--- config.mk ---
export PLATFORM = sky130hd
export DESIGN_NAME = periph_regbank
export DESIGN_NICKNAME = d
export VERILOG_FILES = /design/src/rtl/periph_regbank.sv
export SDC_FILE = /design/constraint.sdc
export NUM_CORES = 1
export LEC_CHECK = 0
export ABC_AREA = 1
export CAP_MARGIN = 20
export CORE_ASPECT_RATIO = 0.8
export CORE_MARGIN = 5
export CORE_UTILIZATION = 55
export CTS_BUF_LIST = sky130_fd_sc_hd__clkbuf_8 sky130_fd_sc_hd__clkbuf_16
export CTS_CLUSTER_DIAMETER = 80
export DETAILED_ROUTE_END_ITERATION = 12
export HOLD_SLACK_MARGIN = 0.02
export PLACE_DENSITY = 0.9
export SYNTH_ARGS = -nofsm -noshare
export SYNTH_HDL_FRONTEND = slang
export SYNTH_SLANG_ARGS = --single-unit
--- constraint.sdc ---
create_clock -name clk -period 3.6 [get_ports clk]
set_input_delay 0.36 -clock clk [delete_from_list [all_inputs] [get_ports clk]]
set_output_delay 0.36 -clock clk [all_outputs]
set_load 0.02 [all_outputs]
--- src/rtl/periph_regbank.sv ---
module periph_regbank #(
  parameter logic [15:0] BAD_VALUE = 16'hBAD0,
  parameter int          TMR_N     = 4
) (
  input  logic         clk,
  input  logic         rst_n,
  input  logic [9:0]   addr,
  input  logic [15:0]  wdata,
  input  logic         bsel,
  input  logic         wr,
  input  logic         rd,
  input  logic [2:0]   vid_stat,
  input  logic [3:0]   snd_act,
  input  logic [15:0]  irq_raise,
  output logic [15:0]  rdata,
  output logic         rerr,
  output logic         halt_req,
  output logic         stop_req,
  output logic [15:0]  disp_ctrl,
  output logic         snd_on,
  output logic [127:0] wo_view
);

  localparam logic [9:0] A_DCTL  = 10'h000;
  localparam logic [9:0] A_DSTAT = 10'h004;
  localparam logic [9:0] A_CH1SW = 10'h060;
  localparam logic [9:0] A_CH3LO = 10'h070;
  localparam logic [9:0] A_CH3HI = 10'h072;
  localparam logic [9:0] A_MVOL  = 10'h080;
  localparam logic [9:0] A_MIX   = 10'h082;
  localparam logic [9:0] A_SCTL  = 10'h084;
  localparam logic [9:0] A_BIAS  = 10'h088;
  localparam logic [9:0] A_DMA_F = 10'h0B0;
  localparam logic [9:0] A_DMA_L = 10'h0B8;
  localparam int         A_TMR0  = 'h102;
  localparam logic [9:0] A_KEY   = 10'h130;
  localparam logic [9:0] A_IE    = 10'h200;
  localparam logic [9:0] A_IF    = 10'h202;
  localparam logic [9:0] A_IME   = 10'h208;
  localparam logic [9:0] A_HALT  = 10'h301;
  localparam int         WO_N    = 8;

  logic [15:0] dctl, ch1sw, ch3lo, ch3hi, mvol, mix, bias, keyr, ie, ifl;
  logic [12:0] dst;
  logic        sen, ime;
  logic [15:0] wo  [WO_N];
  logic [15:0] tmh [TMR_N];

  logic [9:0]  wa;
  logic [15:0] raw, wv;
  logic        err, gate, we, wo_hit, hlt_wr;

  assign wa        = {addr[9:1], 1'b0};
  assign wo_hit    = (wa[9:4] == 6'h01);
  assign hlt_wr    = wr && bsel && (addr == A_HALT);
  assign we        = wr && !hlt_wr;
  assign disp_ctrl = dctl;
  assign snd_on    = sen;

  for (genvar g = 0; g < WO_N; g++) begin : g_view
    assign wo_view[16*g +: 16] = wo[g];
  end

  always_comb begin
    raw  = 16'h0000;
    err  = 1'b0;
    gate = 1'b0;
    case (wa)
      A_DCTL:  raw = dctl;
      A_DSTAT: raw = {dst, vid_stat};
      A_CH1SW: begin raw = ch1sw; gate = 1'b1; end
      A_CH3LO: begin raw = ch3lo; gate = 1'b1; end
      A_CH3HI: begin raw = ch3hi; gate = 1'b1; end
      A_MVOL:  begin raw = mvol;  gate = 1'b1; end
      A_MIX:   begin raw = mix;   gate = 1'b1; end
      A_SCTL:  raw = {8'h00, sen, 3'b000, snd_act};
      A_BIAS:  raw = bias;
      A_KEY:   raw = keyr;
      A_IE:    raw = ie;
      A_IF:    raw = ifl;
      A_IME:   raw = {15'h0000, ime};
      default: err = 1'b1;
    endcase
    for (int i = 0; i < TMR_N; i++) begin
      if (wa == 10'(A_TMR0 + 4 * i)) begin
        raw = tmh[i];
        err = 1'b0;
      end
    end
    if (wo_hit) begin
      raw = wo[wa[3:1]];
      err = 1'b1;
    end
    if (wa >= A_DMA_F && wa <= A_DMA_L) err = 1'b1;
  end

  assign wv = !bsel ? wdata :
              addr[0] ? {wdata[7:0], raw[7:0]} : {raw[15:8], wdata[7:0]};

  always_ff @(posedge clk) begin
    if (!rst_n) begin
      dctl  <= 16'h0080;
      dst   <= '0;
      ch1sw <= '0;
      ch3lo <= '0;
      ch3hi <= '0;
      mvol  <= '0;
      mix   <= '0;
      sen   <= 1'b0;
      bias  <= 16'h0200;
      keyr  <= 16'h03FF;
      ie    <= '0;
      ifl   <= '0;
      ime   <= 1'b0;
      for (int i = 0; i < WO_N; i++)
        wo[i] <= (i == 4 || i == 7) ? 16'h0100 : 16'h0000;
      for (int i = 0; i < TMR_N; i++) tmh[i] <= '0;
      rdata    <= '0;
      rerr     <= 1'b0;
      halt_req <= 1'b0;
      stop_req <= 1'b0;
    end else begin
      halt_req <= hlt_wr && !wdata[7];
      stop_req <= hlt_wr && wdata[7];
      ifl <= ((we && wa == A_IF) ? (ifl & ~wv) : ifl) | irq_raise;
      if (we) begin
        case (wa)
          A_DCTL:  dctl  <= wv;
          A_DSTAT: dst   <= wv[15:3];
          A_CH1SW: ch1sw <= wv & 16'h007F;
          A_CH3LO: ch3lo <= wv & 16'h00E0;
          A_CH3HI: ch3hi <= wv & 16'hE03F;
          A_MVOL:  mvol  <= wv & 16'hFF77;
          A_MIX:   mix   <= wv & 16'h770F;
          A_SCTL:  sen   <= wv[7];
          A_BIAS:  bias  <= wv;
          A_KEY:   keyr  <= wv & 16'h03FF;
          A_IE:    ie    <= wv;
          A_IME:   ime   <= wv[0];
          default: ;
        endcase
        if (wo_hit) wo[wa[3:1]] <= wv;
        for (int i = 0; i < TMR_N; i++)
          if (wa == 10'(A_TMR0 + 4 * i)) tmh[i] <= wv & 16'h00C7;
      end
      if (rd) begin
        rerr  <= err;
        rdata <= err ? BAD_VALUE : (gate && !sen) ? 16'h0000 : raw;
      end
    end
  end

endmodule

# After elaboration in Yosys (flattened, before gate mapping)
# Memory sizes are Yosys's and may differ from the RTL's.
# Index checks and enable logic that the tools add are counted.
# op_classes
magnitude_cmp,2
n_eq_ne,18
mux,47
n_bitwise,7
reduce_logical,27
# ops
op,n
16-bit one-hot mux with 13 select lines,1
16-bit two-way mux,11
"9-bit by 8-bit == test with 1-bit output, second input constant",5
"9-bit by 7-bit == test with 1-bit output, second input constant",4
1-bit two-way mux,30
"9-bit by 6-bit == test with 1-bit output, second input constant",3
"9-bit == test, second input constant",3
2-bit AND reduction,12
5-bit two-way mux,4
16-bit AND,1
16-bit NOT,1
16-bit bitwise OR,1
16-bit OR reduction,1
13-bit OR reduction,1
"10-bit == test, second input constant",1
"10-bit by 8-bit >= comparator with 1-bit output, second input constant",1
"10-bit by 8-bit less-or-equal comparator with 1-bit output, second input constant",1
10-bit logical NOT,1
"9-bit by 2-bit == test with 1-bit output, second input constant",1
1-bit logical AND,8
"6-bit by 1-bit == test with 1-bit output, second input constant",1
5-bit OR reduction,1
1-bit bitwise OR,4
1-bit logical NOT,3
3-bit two-way mux,1
# totals
reg_bits,151
ramBits,148
inputBits,54
out_inout_bits,164
elab_cells,120
n_memories,2
# mem_list
memory,words,width,rd,rd_ports_with_merged_regs,wr,line_no,text
wo,8,16,9,0,8,46,logic [15:0] wo [WO_N];
tmh,4,5,4,0,4,47,logic [15:0] tmh [TMR_N];

# Logic depth before layout (Yosys ltp)
# depth
word_depth,13
ltp_mapped,16
depth_no_buf,16

# Least setup slack after synthesis
# Ideal clock, no wire load.
# synth_timing
path_kind,input port to flip-flop
startpoint,input addr[6]
endpoint,memory wo[7][0] (enable)
setup_ns,0.372
t_arrival_ns,2.086
t_required_ns,3.228
setup_slack_ns,1.142
cell_stages,14
n_path_buf,1
path_cell_list,nor2_1 > nand2_1 > inv_2 > nand2_2 > nor2_4 > inv_1 > nor3_2 > inv_2 > nor2_4 > inv_2 > nor2_1 > inv_2 > buf_4 > nand2_1
# synth_rtl
item,line_no,text
"start, declared",7,"input logic [9:0] addr,"
"end, declared",46,

==> impl_metrics.yaml <==
outcome:
  status: "finished clean"
global_routing:
  grt_pass1_vias: 12860
  grt_antenna_before_repair: 0
  grt.overflow.total: 0
  grt_pass1_wl_um: 73720
  grt_max_degree: 86
  grt_usage_pct: 34.17
power:
  max-vdd-ir-drop_uv: 391.0
  leakagePower_nw: 6.855
  power_density_nw_per_um2: 442.7
  p_total_w: 0.007616
sta:
  finalHoldViolations: 0
  timing.hold.ws_ns: 0.3826
  finalCritPeriodShare_pct: 80.67
  fin_setup_tns_ns: 0
  worstMarginPinSlew_ns: 0.9592
  maxSlewViolCount: 0
  setup_viol: 0
  rsz0062_at_grt: "no"
  slew_headroom_pct: 36.05
  skew_ns: 0.01519
  fin_crit_ns: 2.904
  fmax_mhz: 344.4
  post-route-worst-setup-slack_ns: 0.6960
critical_path:
  path_cells: "clkdlybuf4s50_1 > nand2_1 > inv_2 > buf_4 > nand2_1 > a41oi_1 > o21ai_0 > nand3_1 > nand2_1 > nand2_2 > inv_1 > nor2_1"
  cp.arrival_ns: 3.19
  path_common_cell: "nand2_1"
  r2r-end: "wo[5][15]"
  critPathBufInv: 4
  cpPeakStageDelay_ns: 0.53
  rrSetupSlack_ns: 1.28
  cp-start-kind: "input pin"
  r2r_cells: 8
  rr_startpoint: "wo[0][15]"
  cp_top_family: "buffers and inverters"
  cp-end-kind: "register"
  crit_slowest_cell: "clkdlybuf4s50_1"
  required_ns: 3.89
  cp_max_fo: 19
  crit_type: "in -> reg"
yosys:
  synthSimpleGateAreaFrac_pct: 22.59
  syn_area_um2: 13610
  synth_xor_area_share_pct: 0
  synth_top_area_cell: "edfxtp_1"
  synth_top_area_share_pct: 32.66
  synth_top_family_by_area: "simple AND/OR/NAND/NOR gates"
  syn_area_per_cell_um2: 8.373
  synth_edf_count: 148
  synthMuxAreaShare_pct: 0
  synth_fa_ha_area_share_pct: 0
  ys_warn_count: 0
  syn-instance-count: 1625
  synth_ff_type: "dfxtp_1"
  ys_ff_latch: 299
  yosysUniqueCellTypes: 45
  async_flop_share_pct: 0
  ys_seq_area_share_pct: 54.88
  synth_nets: 1679
  synth_compound_area_share_pct: 14.31
  synth_area_leaders: "edfxtp_1, dfxtp_1, nand2_1"
routing:
  first_iter_violations: 2143
  top_layer: "met4"
  drt-wirelength-per-cell_um: 22.51
  met1_length_um: 17350
  vias_per_cell: 6.166
  wirelength_um: 49370
  wl_met3_um: 7479
  first_pass_iters: 6
  wl_met2_um: 22060
  num_vias: 13520
  antenna_left: 0
  drc: 0
run:
  max_cap_viol_count: 0
die:
  dieArea_um2: 28000
  start_util_pct: 55.82
  row_count: 51
  core-area_um2: 24380
  die_w_um: 185.9
  io_pins: 218
  die_h_um: 150.7
clocking:
  cts.sinks: 299
  cts_buffers: 29
  clock_latency_ns: 0.55
  cts.htree.levels: 1
  cts_root_buffer: "clkbuf_16"
  hold_buffers: 0
  cts.path.max_buffers: 3
  cts_setup_buffers: 0
  tritoncts: "built"
  path_clk_slew_ns: 0.06
  ctsResizeCount: 0
min_path:
  min_path_cells: 3
  hold_start: "irq_raise[9]"
  min_path_type: "in -> reg"
  holdPathEnd: "ifl[9]"
placement:
  dp_hpwl_um: 34630
  gp_congestion: 1.022
  pre_cts_ws_ns: 0.2758
  io_buffers: 217
final_layout:
  syn_to_final_growth_pct: 26.42
  final_nets: 1907
  drive_above_1_share_pct: 9.707
  antenna_cells: 0
-- layer usage --
layer | global-route usage (%) | vias up
li1 | - | 5861
met1 | 44.83 | 6255
met2 | 53.51 | 1173
met3 | 9.469 | 234
met4 | 14.79 | 0
met5 | 0 | -
-- metrics by stage --
| stage | util (%) | std cells | cell area [µm²] |
|---|---|---|---|
| 2_1_floorplan | - | 1625 | 13610 |
| 3_3_place_gp | 66.71 | 2140 | 16260 |
| 3_5_place_dp | 66.71 | 2140 | 16260 |
| 4_1_cts | 70.57 | 2193 | 17200 |
| 5_1_grt | 70.57 | 2193 | 17200 |
| 6_report | 70.57 | 2193 | 17200 |
-- layout by cell type (no fill, tap or decap), types with 26 or more instances in the layout --
master           Yosys  final
nand2_1            332    332
clkdlybuf4s50_1      0    216
nor2_1             209    209
inv_1              162    166
dfxtp_1            151    151
edfxtp_1           148    148
a21oi_1            145    145
o21ai_0            136    136
nand3_1             72     72
buf_4               14     54
clkbuf_16            0     29
nand4_1             28     28
inv_2               25     26
-- cells by family after synthesis --
kind of cell,Yosys count
DFF,299
and+or+nand+nor,703
AOI/OAI and AO/OA,354
buffers and inverters,269
-- layout make-up --
class	instances	area (µm²)
sequential	299	7467
fill	1748	7174
multi-input combinational	1057	5021
timing repair buffer	275	2653
clock buffer	29	725.7
inverter	191	721.9
tap	318	397.9
clock inverter	24	215.2
-- worst register-to-register path, delay by kind of cell (launching register included) --
| kind | cells | cell delay (ns) |
|---|---|---|
| AO/OA/AOI/OAI | 2 | 0.78 |
| AND/OR/NAND/NOR | 5 | 0.65 |
| flip-flops | 1 | 0.42 |
| buffers and inverters | 1 | 0.21 |
-- where the power goes --
part	switching, W	internal, W
registers	0.0000754	0.00367
clock network	0.00131	0.00175
logic	0.000516	0.000292
-- state kept, by name (all words and copies together), names as in the netlist, 3 cells and up --
name and cells:
wo 128, tmh 20, bias 16, disp_ctrl 16
ie 16, ifl 16, rdata 16, mvol 14
dst 13, keyr 10, mix 10, ch3hi 9
ch1sw 7, ch3lo 3
-- worst max-delay path by stage --
stage	from	end	slack [ns]	cells past startpoint
finish	addr[1]	wo[1][10]	0.70	12
CTS	addr[1]	wo[1][13]	0.83	13
floorplan	addr[6]	wo[7][0]	1.14	14
global placement	addr[1]	wo[7][13]	0.30	13
global route	addr[7]	dst[6]	0.59	10
detailed placement	addr[1]	wo[1][13]	0.28	13
-- synthesized netlist by cell type, types with 6 or more instances --
| cell type | instances |
|---|---|
| a22oi_1 | 13 |
| inv_1 | 162 |
| o21ai_0 | 136 |
| nand4_1 | 28 |
| nand3_1 | 72 |
| dfxtp_1 | 151 |
| a41oi_1 | 16 |
| buf_4 | 14 |
| nor2_1 | 209 |
| nor2_2 | 12 |
| nand2_1 | 332 |
| nor2_4 | 9 |
| inv_2 | 25 |
| o21ai_1 | 6 |
| buf_2 | 29 |
| edfxtp_1 | 148 |
| clkbuf_1 | 31 |
| o22ai_1 | 18 |
| a21oi_1 | 145 |
| nand2_2 | 17 |
| nor3_1 | 6 |
(Power assumes the default switching activity.)
